--- src/rtl/sram_seq_pkg.sv ---
package sram_seq_pkg;

  typedef enum logic [2:0] {
    PH_IDLE,
    PH_RD,
    PH_RTURN,
    PH_WSET,
    PH_WSTRB,
    PH_WREC
  } phase_e;

  function automatic int unsigned ns_to_cyc(int unsigned ns, int unsigned clk_ns);
    int unsigned c;
    c = (ns + clk_ns - 1) / clk_ns;
    return (c == 0) ? 1 : c;
  endfunction

  function automatic int unsigned umax(int unsigned a, int unsigned b);
    return (a > b) ? a : b;
  endfunction

endpackage

--- src/rtl/sram_seq_fsm.sv ---
module sram_seq_fsm
  import sram_seq_pkg::*;
#(
  parameter int unsigned N_RD  = 10,
  parameter int unsigned N_RT  = 5,
  parameter int unsigned N_WL  = 7,
  parameter int unsigned N_WR  = 2,
  parameter int unsigned CNT_W = 4
) (
  input  logic             clk_i,
  input  logic             rst_ni,
  input  logic             req_i,
  input  logic             we_i,
  output logic             ready_o,
  output logic             accept_o,
  output logic             rd_last_o,
  output phase_e           phase_d_o,
  output logic [CNT_W-1:0] cnt_d_o
);

  phase_e           phase_q, phase_d;
  logic [CNT_W-1:0] cnt_q, cnt_d;
  logic             cnt_zero;

  assign cnt_zero  = (cnt_q == '0);
  assign ready_o   = (phase_q == PH_IDLE);
  assign accept_o  = ready_o && req_i;
  assign rd_last_o = (phase_q == PH_RD) && cnt_zero;

  always_comb begin
    phase_d = phase_q;
    cnt_d   = cnt_zero ? cnt_q : cnt_q - 1'b1;
    unique case (phase_q)
      PH_IDLE: begin
        if (req_i) begin
          phase_d = we_i ? PH_WSET : PH_RD;
          cnt_d   = we_i ? '0 : CNT_W'(N_RD - 1);
        end
      end
      PH_RD: begin
        if (cnt_zero) begin
          phase_d = PH_RTURN;
          cnt_d   = CNT_W'(N_RT - 1);
        end
      end
      PH_RTURN: if (cnt_zero) phase_d = PH_IDLE;
      PH_WSET: begin
        phase_d = PH_WSTRB;
        cnt_d   = CNT_W'(N_WL - 1);
      end
      PH_WSTRB: begin
        if (cnt_zero) begin
          phase_d = PH_WREC;
          cnt_d   = CNT_W'(N_WR - 1);
        end
      end
      PH_WREC: if (cnt_zero) phase_d = PH_IDLE;
      default: begin
        phase_d = PH_IDLE;
        cnt_d   = '0;
      end
    endcase
  end

  always_ff @(posedge clk_i or negedge rst_ni) begin
    if (!rst_ni) begin
      phase_q <= PH_IDLE;
      cnt_q   <= '0;
    end else begin
      phase_q <= phase_d;
      cnt_q   <= cnt_d;
    end
  end

  assign phase_d_o = phase_d;
  assign cnt_d_o   = cnt_d;

endmodule

--- src/rtl/sram_seq_pins.sv ---
module sram_seq_pins
  import sram_seq_pkg::*;
#(
  parameter int unsigned ADDR_W = 13,
  parameter int unsigned DATA_W = 8,
  parameter int unsigned N_WL   = 7,
  parameter int unsigned CNT_W  = 4
) (
  input  logic              clk_i,
  input  logic              rst_ni,
  input  logic              accept_i,
  input  logic [ADDR_W-1:0] addr_i,
  input  logic [DATA_W-1:0] wdata_i,
  input  phase_e            phase_d_i,
  input  logic [CNT_W-1:0]  cnt_d_i,
  output logic [ADDR_W-1:0] ram_addr_o,
  output logic              ram_ce_no,
  output logic              ram_ce_o,
  output logic              ram_oe_no,
  output logic              ram_we_no,
  output logic [DATA_W-1:0] ram_dq_o,
  output logic              ram_dq_oe_o
);

  logic sel_d, strobe_first_d;

  // Pins are registered from the next phase so each strobe changes cleanly on a clock edge
  assign sel_d          = (phase_d_i == PH_RD) || (phase_d_i == PH_WSET) || (phase_d_i == PH_WSTRB);
  assign strobe_first_d = (cnt_d_i == CNT_W'(N_WL - 1));

  always_ff @(posedge clk_i or negedge rst_ni) begin
    if (!rst_ni) begin
      ram_ce_no   <= 1'b1;
      ram_ce_o    <= 1'b0;
      ram_oe_no   <= 1'b1;
      ram_we_no   <= 1'b1;
      ram_dq_oe_o <= 1'b0;
    end else begin
      ram_ce_no   <= !sel_d;
      ram_ce_o    <= sel_d;
      ram_oe_no   <= (phase_d_i != PH_RD);
      ram_we_no   <= (phase_d_i != PH_WSTRB);
      ram_dq_oe_o <= (phase_d_i == PH_WSTRB) && !strobe_first_d;
    end
  end

  always_ff @(posedge clk_i or negedge rst_ni) begin
    if (!rst_ni) begin
      ram_addr_o <= '0;
      ram_dq_o   <= '0;
    end else if (accept_i) begin
      ram_addr_o <= addr_i;
      ram_dq_o   <= wdata_i;
    end
  end

endmodule

--- src/rtl/sram_seq_rdcap.sv ---
module sram_seq_rdcap #(
  parameter int unsigned DATA_W = 8
) (
  input  logic              clk_i,
  input  logic              rst_ni,
  input  logic              rd_last_i,
  input  logic [DATA_W-1:0] ram_dq_i,
  output logic              rvalid_o,
  output logic [DATA_W-1:0] rdata_o
);

  always_ff @(posedge clk_i or negedge rst_ni) begin
    if (!rst_ni) begin
      rvalid_o <= 1'b0;
      rdata_o  <= '0;
    end else begin
      rvalid_o <= rd_last_i;
      if (rd_last_i) rdata_o <= ram_dq_i;
    end
  end

endmodule

--- src/rtl/sram_seq_ctrl.sv ---
module sram_seq_ctrl
  import sram_seq_pkg::*;
#(
  parameter int unsigned ADDR_W  = 13,
  parameter int unsigned DATA_W  = 8,
  parameter int unsigned CLK_NS  = 10,
  parameter int unsigned T_RC_NS = 100,
  parameter int unsigned T_AA_NS = 100,
  parameter int unsigned T_HZ_NS = 45,
  parameter int unsigned T_WC_NS = 100,
  parameter int unsigned T_CW_NS = 70,
  parameter int unsigned T_AW_NS = 70,
  parameter int unsigned T_DW_NS = 40
) (
  input  logic              clk_i,
  input  logic              rst_ni,
  input  logic              req_i,
  input  logic              we_i,
  input  logic [ADDR_W-1:0] addr_i,
  input  logic [DATA_W-1:0] wdata_i,
  output logic              ready_o,
  output logic              rvalid_o,
  output logic [DATA_W-1:0] rdata_o,
  output logic [ADDR_W-1:0] ram_addr_o,
  output logic              ram_ce_no,
  output logic              ram_ce_o,
  output logic              ram_oe_no,
  output logic              ram_we_no,
  output logic [DATA_W-1:0] ram_dq_o,
  output logic              ram_dq_oe_o,
  input  logic [DATA_W-1:0] ram_dq_i
);

  localparam int unsigned N_RD  = umax(ns_to_cyc(T_RC_NS, CLK_NS), ns_to_cyc(T_AA_NS, CLK_NS));
  localparam int unsigned N_RT  = ns_to_cyc(T_HZ_NS, CLK_NS);
  localparam int unsigned N_WL  = umax(umax(ns_to_cyc(T_CW_NS, CLK_NS), ns_to_cyc(T_AW_NS, CLK_NS)),
                                       1 + ns_to_cyc(T_DW_NS, CLK_NS));
  localparam int unsigned N_WC  = ns_to_cyc(T_WC_NS, CLK_NS);
  localparam int unsigned N_WR  = (N_WC > N_WL + 2) ? N_WC - N_WL - 1 : 1;
  localparam int unsigned N_MAX = umax(umax(N_RD, N_RT), umax(N_WL, N_WR));
  localparam int unsigned CNT_W = $clog2(N_MAX + 1);

  phase_e           phase_d;
  logic [CNT_W-1:0] cnt_d;
  logic             accept, rd_last;

  sram_seq_fsm #(
    .N_RD (N_RD),
    .N_RT (N_RT),
    .N_WL (N_WL),
    .N_WR (N_WR),
    .CNT_W(CNT_W)
  ) u_fsm (
    .clk_i    (clk_i),
    .rst_ni   (rst_ni),
    .req_i    (req_i),
    .we_i     (we_i),
    .ready_o  (ready_o),
    .accept_o (accept),
    .rd_last_o(rd_last),
    .phase_d_o(phase_d),
    .cnt_d_o  (cnt_d)
  );

  sram_seq_pins #(
    .ADDR_W(ADDR_W),
    .DATA_W(DATA_W),
    .N_WL  (N_WL),
    .CNT_W (CNT_W)
  ) u_pins (
    .clk_i      (clk_i),
    .rst_ni     (rst_ni),
    .accept_i   (accept),
    .addr_i     (addr_i),
    .wdata_i    (wdata_i),
    .phase_d_i  (phase_d),
    .cnt_d_i    (cnt_d),
    .ram_addr_o (ram_addr_o),
    .ram_ce_no  (ram_ce_no),
    .ram_ce_o   (ram_ce_o),
    .ram_oe_no  (ram_oe_no),
    .ram_we_no  (ram_we_no),
    .ram_dq_o   (ram_dq_o),
    .ram_dq_oe_o(ram_dq_oe_o)
  );

  sram_seq_rdcap #(
    .DATA_W(DATA_W)
  ) u_rdcap (
    .clk_i    (clk_i),
    .rst_ni   (rst_ni),
    .rd_last_i(rd_last),
    .ram_dq_i (ram_dq_i),
    .rvalid_o (rvalid_o),
    .rdata_o  (rdata_o)
  );

endmodule

--- config.mk ---
export PLATFORM = sky130hd
export DESIGN_NAME = sram_seq_ctrl
export DESIGN_NICKNAME = d
export VERILOG_FILES = /design/src/rtl/sram_seq_pkg.sv /design/src/rtl/sram_seq_fsm.sv /design/src/rtl/sram_seq_pins.sv /design/src/rtl/sram_seq_rdcap.sv /design/src/rtl/sram_seq_ctrl.sv
export SDC_FILE = /design/constraint.sdc
export NUM_CORES = 1
export LEC_CHECK = 0
export BUFFER_PORTS_ARGS = -buffer_cell sky130_fd_sc_hd__buf_4
export CAP_MARGIN = 5
export CORE_AREA = 2 2 66 68
export DETAILED_ROUTE_END_ITERATION = 12
export DIE_AREA = 0 0 68 70
export PLACE_DENSITY_LB_ADDON = 0.08
export SYNTH_ARGS = -nofsm -noshare
export SYNTH_HDL_FRONTEND = slang
export SYNTH_SLANG_ARGS = --single-unit
--- constraint.sdc ---
create_clock -name clk_i -period 2.6 [get_ports clk_i]
set_input_delay 0.26 -clock clk_i [delete_from_list [all_inputs] [get_ports clk_i]]
set_output_delay 0.26 -clock clk_i [all_outputs]
set_load 0.03 [all_outputs]
==> results_dict.tcl <==
set metrics [dict create \
    run_status "finished clean" \
    synth-compound-area-share_pct 8.05 \
    grt_first_pass_wirelength_mm 6.15 \
    ys_seq_area_share_pct 57.0 \
    synthArstFlopShare_pct 100 \
    comb_power_share_pct 53.3 \
    finalSetupTns_ns 0 \
    synth_top_area_share_pct 52.8 \
    path_delay_family "simple AND/OR/NAND/NOR gates" \
    start_util_pct 44.6 \
    crit_chain "inv_1 > ha_1 > nor3b_4 > inv_2 > ha_1 > nor4_1 > a21oi_1 > o211a_1 > a31oi_1" \
    synth_area_leaders "dfrtp_1, mux2_2, nand2_1, dfstp_2, ha_1" \
    synth_top_family_by_area "simple AND/OR/NAND/NOR gates" \
    clkSinkCount 42 \
    synth_top_area_cell "dfrtp_1" \
    dpl.hpwl_mm 2.89 \
    min_to "u_rdcap.rdata_o[6]" \
    max_clock_freq_ghz 0.440 \
    drc 0 \
    vias_per_cell 5.10 \
    grtUsageTotal_pct 17.0 \
    cp.buffers_inverters 2 \
    power_frac_seq_pct 33.4 \
    period_minus_slack_ns 2.27 \
    io_buffers 68 \
    synth_fa_ha_area_share_pct 2.03 \
    cts_tree "done" \
    die_x_um 68 \
    r2r-start "u_fsm.cnt_q[1]" \
    synthDistinctLibCells 39 \
    path_class "flip-flop to flip-flop" \
    core_mm2 0.00414 \
    pre_cts_slack_ns 0.345 \
    drtIter0Drc 81 \
    cts-resized-gates 0 \
    final_common_cell "buf_4" \
    worst_slew_pin_slew_ns 0.554 \
    powerDensity_mw_per_mm2 1470 \
    start_kind "flip-flop" \
    p_leak_nw 1.21 \
    yosysWarnings 0 \
    fill_cells 343 \
    syn_nets 195 \
    avgSynthCellArea_um2 11.6 \
    worstHoldPathCells 3 \
    mostFrequentLayoutCells "buf_4, dfrtp_1, nand2_1" \
    synth_seq_cells 42 \
    power_frac_clock_pct 13.2 \
    drv_cap 0 \
    synth.area.mux_share_pct 13.3 \
    worst_ep_required_time_ns 2.81 \
    hold_path_class "input pin to flip-flop" \
    rows 24 \
    fin_nets 265 \
    synth_edf_count 0 \
    hold_viol_final 0 \
    crit_path_frequent_cell "ha_1" \
    cts_buffer_depth 2 \
    fin_crit_sh_pct 87.3 \
    reg2reg_slack_ns 0.33 \
    finalPower_w 0.00370 \
    n_antenna_cell 0 \
    numCtsBuffers 5 \
    grt_pass1_vias 1353 \
    routed-via-count 1437 \
    slew_headroom_pct 63.1 \
    power_switching_share_pct 43.0 \
    synth_top_flop_cell "dfrtp_1" \
    overflow 0 \
    routed_wirelength_mm 3.85 \
    peakVddDrop_mv 0.599 \
    grt_max_degree 43 \
    place.gp.congestion 0.924 \
    worstSetupEndpointType "flip-flop" \
    insertion_delay_ns 0.28 \
    first_pass_iters 4 \
    slew_viol_final 0 \
    power_switching_w 0.00159 \
    ff2ff_path_depth 9 \
    skew_ns 0.00585 \
    setup_viol 0 \
    internal_power_w 0.00211 \
    synth_xor_area_share_pct 0.947 \
    cts_max_level 2 \
    chipHeight_um 70 \
    antenna_left 0 \
    io_pins 69 \
    grt_setup_unrepaired "false" \
    antenna_found_initial 0 \
    crit_arrival_ns 2.48 \
    cp_slowest_cell "dfrtp_1" \
    hold-worst-slack_ns 0.164 \
    post_drt_wl_per_cell_um 13.7 \
    syn_area_mm2 0.00185 \
    slowest_delay_ns 0.42 \
    drive_above_1_share_pct 44.8 \
    setup_slack_ns 0.329 \
    yosys.area_share.simple_pct 15.0 \
    die-area_mm2 0.00476 \
    min-delay-start "ram_dq_i[6]" \
    clk_pin_slew_ns 0.08 \
    r2r-end "u_pins.ram_dq_oe_o" \
    root_buffer "clkbuf_8" \
    syn_to_final_growth_pct 35.9 \
    crit_fanout 8 \
    synthCells 159 \
]
-- power groups by stage --
stage	clock (W)	sequential, W	combinational [W]
2_1_floorplan	0	0.00169	0.000866
3_3_place_gp	0	0.00123	0.00193
3_5_place_dp	0	0.00125	0.00199
4_1_cts	0.000507	0.00124	0.00199
5_1_grt	0.000540	0.00128	0.00212
6_report	0.000490	0.00124	0.00197
-- synthesized netlist by cell type, drive strengths merged, types with 2 or more instances --
library cell  count
a32oi             2
o21ai             3
nand2b            2
or3               2
a21oi             6
ha                3
nor2              7
nand2            27
a31oi             2
inv               6
nor3b             3
a211oi            3
dfstp             3
buf               4
dfrtp            39
nor2b             4
mux2             21
clkbuf            3
nor3              4
-- flip-flops by register name, summed over array words and instances, names as in the netlist --
name / count
u_pins.ram_addr_o: 13
u_pins.ram_dq_o: 8
u_rdcap.rdata_o: 8
u_fsm.cnt_q: 4
u_fsm.phase_q: 3
u_pins.ram_ce_no: 1
u_pins.ram_ce_o: 1
u_pins.ram_dq_oe_o: 1
u_pins.ram_oe_no: 1
u_pins.ram_we_no: 1
u_rdcap.rvalid_o: 1
-- cell type report --
class                      count  area, um2  area share [%]
clock inverter                 1       30.0            1.20
tap                           52       65.1            2.59
clock buffer                   7       76.3            3.04
multi-input combinational    103        727            28.9
timing repair buffer          70        528            21.0
inverter                       7       31.3            1.25
sequential                    42       1050            42.0
-- through the flow --
stage / utilization [%] / cell area (um2) / instances
global placement: 57.8 / 2400 / 273
floorplan: - / 1850 / 159
finish: 60.6 / 2510 / 282
CTS: 60.6 / 2510 / 282
detailed placement: 57.8 / 2400 / 273
global route: 60.6 / 2510 / 282
-- layer usage --
| layer | track usage, % | vias up | share of wire, % |
|---|---|---|---|
| li1 | - | 690 | - |
| met1 | 21.5 | 687 | 43 |
| met2 | 27.7 | 55 | 47 |
| met3 | 4.51 | 5 | 8.0 |
| met4 | 5.78 | 0 | 1.4 |
| met5 | 0 | - | 0 |
-- worst reg2reg max path: cells and delay by family (launching register included) --
family / cells / cell delay [ns]
simple gates: 2 / 0.65
fa+ha+maj: 2 / 0.53
flops: 1 / 0.42
compound gates: 3 / 0.39
buf+inv: 2 / 0.20
-- timing repair --
item | CTS | global route
hold endpoints to repair | 39 | 0
hold buffers | 1 | 0
setup buffers | 0 | 0
-- how the worst max path moves through the flow --
stage	startpoint	to	slack, ns	cells past startpoint
after detailed placement	u_fsm.cnt_q[0]	u_pins.ram_dq_oe_o	0.35	9
after global placement	u_fsm.cnt_q[0]	u_pins.ram_dq_oe_o	0.50	9
after global routing	u_fsm.cnt_q[0]	u_pins.ram_dq_oe_o	0.10	9
after floorplan	u_fsm.cnt_q[0]	u_pins.ram_dq_oe_o	0.61	9
after CTS	u_fsm.cnt_q[0]	u_pins.ram_dq_oe_o	0.33	9
final	u_fsm.cnt_q[1]	u_pins.ram_dq_oe_o	0.33	9
-- logic make-up (layout without fill, tap and decap cells) --
| kind of cell | Yosys count | in the layout |
|---|---|---|
| compound gates | 21 | 21 |
| mux | 22 | 22 |
| flops | 42 | 42 |
| fa+ha+maj | 3 | 3 |
| buf+inv | 14 | 85 |
| xor+xnor | 2 | 2 |
| simple gates | 55 | 55 |
(Power assumes the default switching activity.)
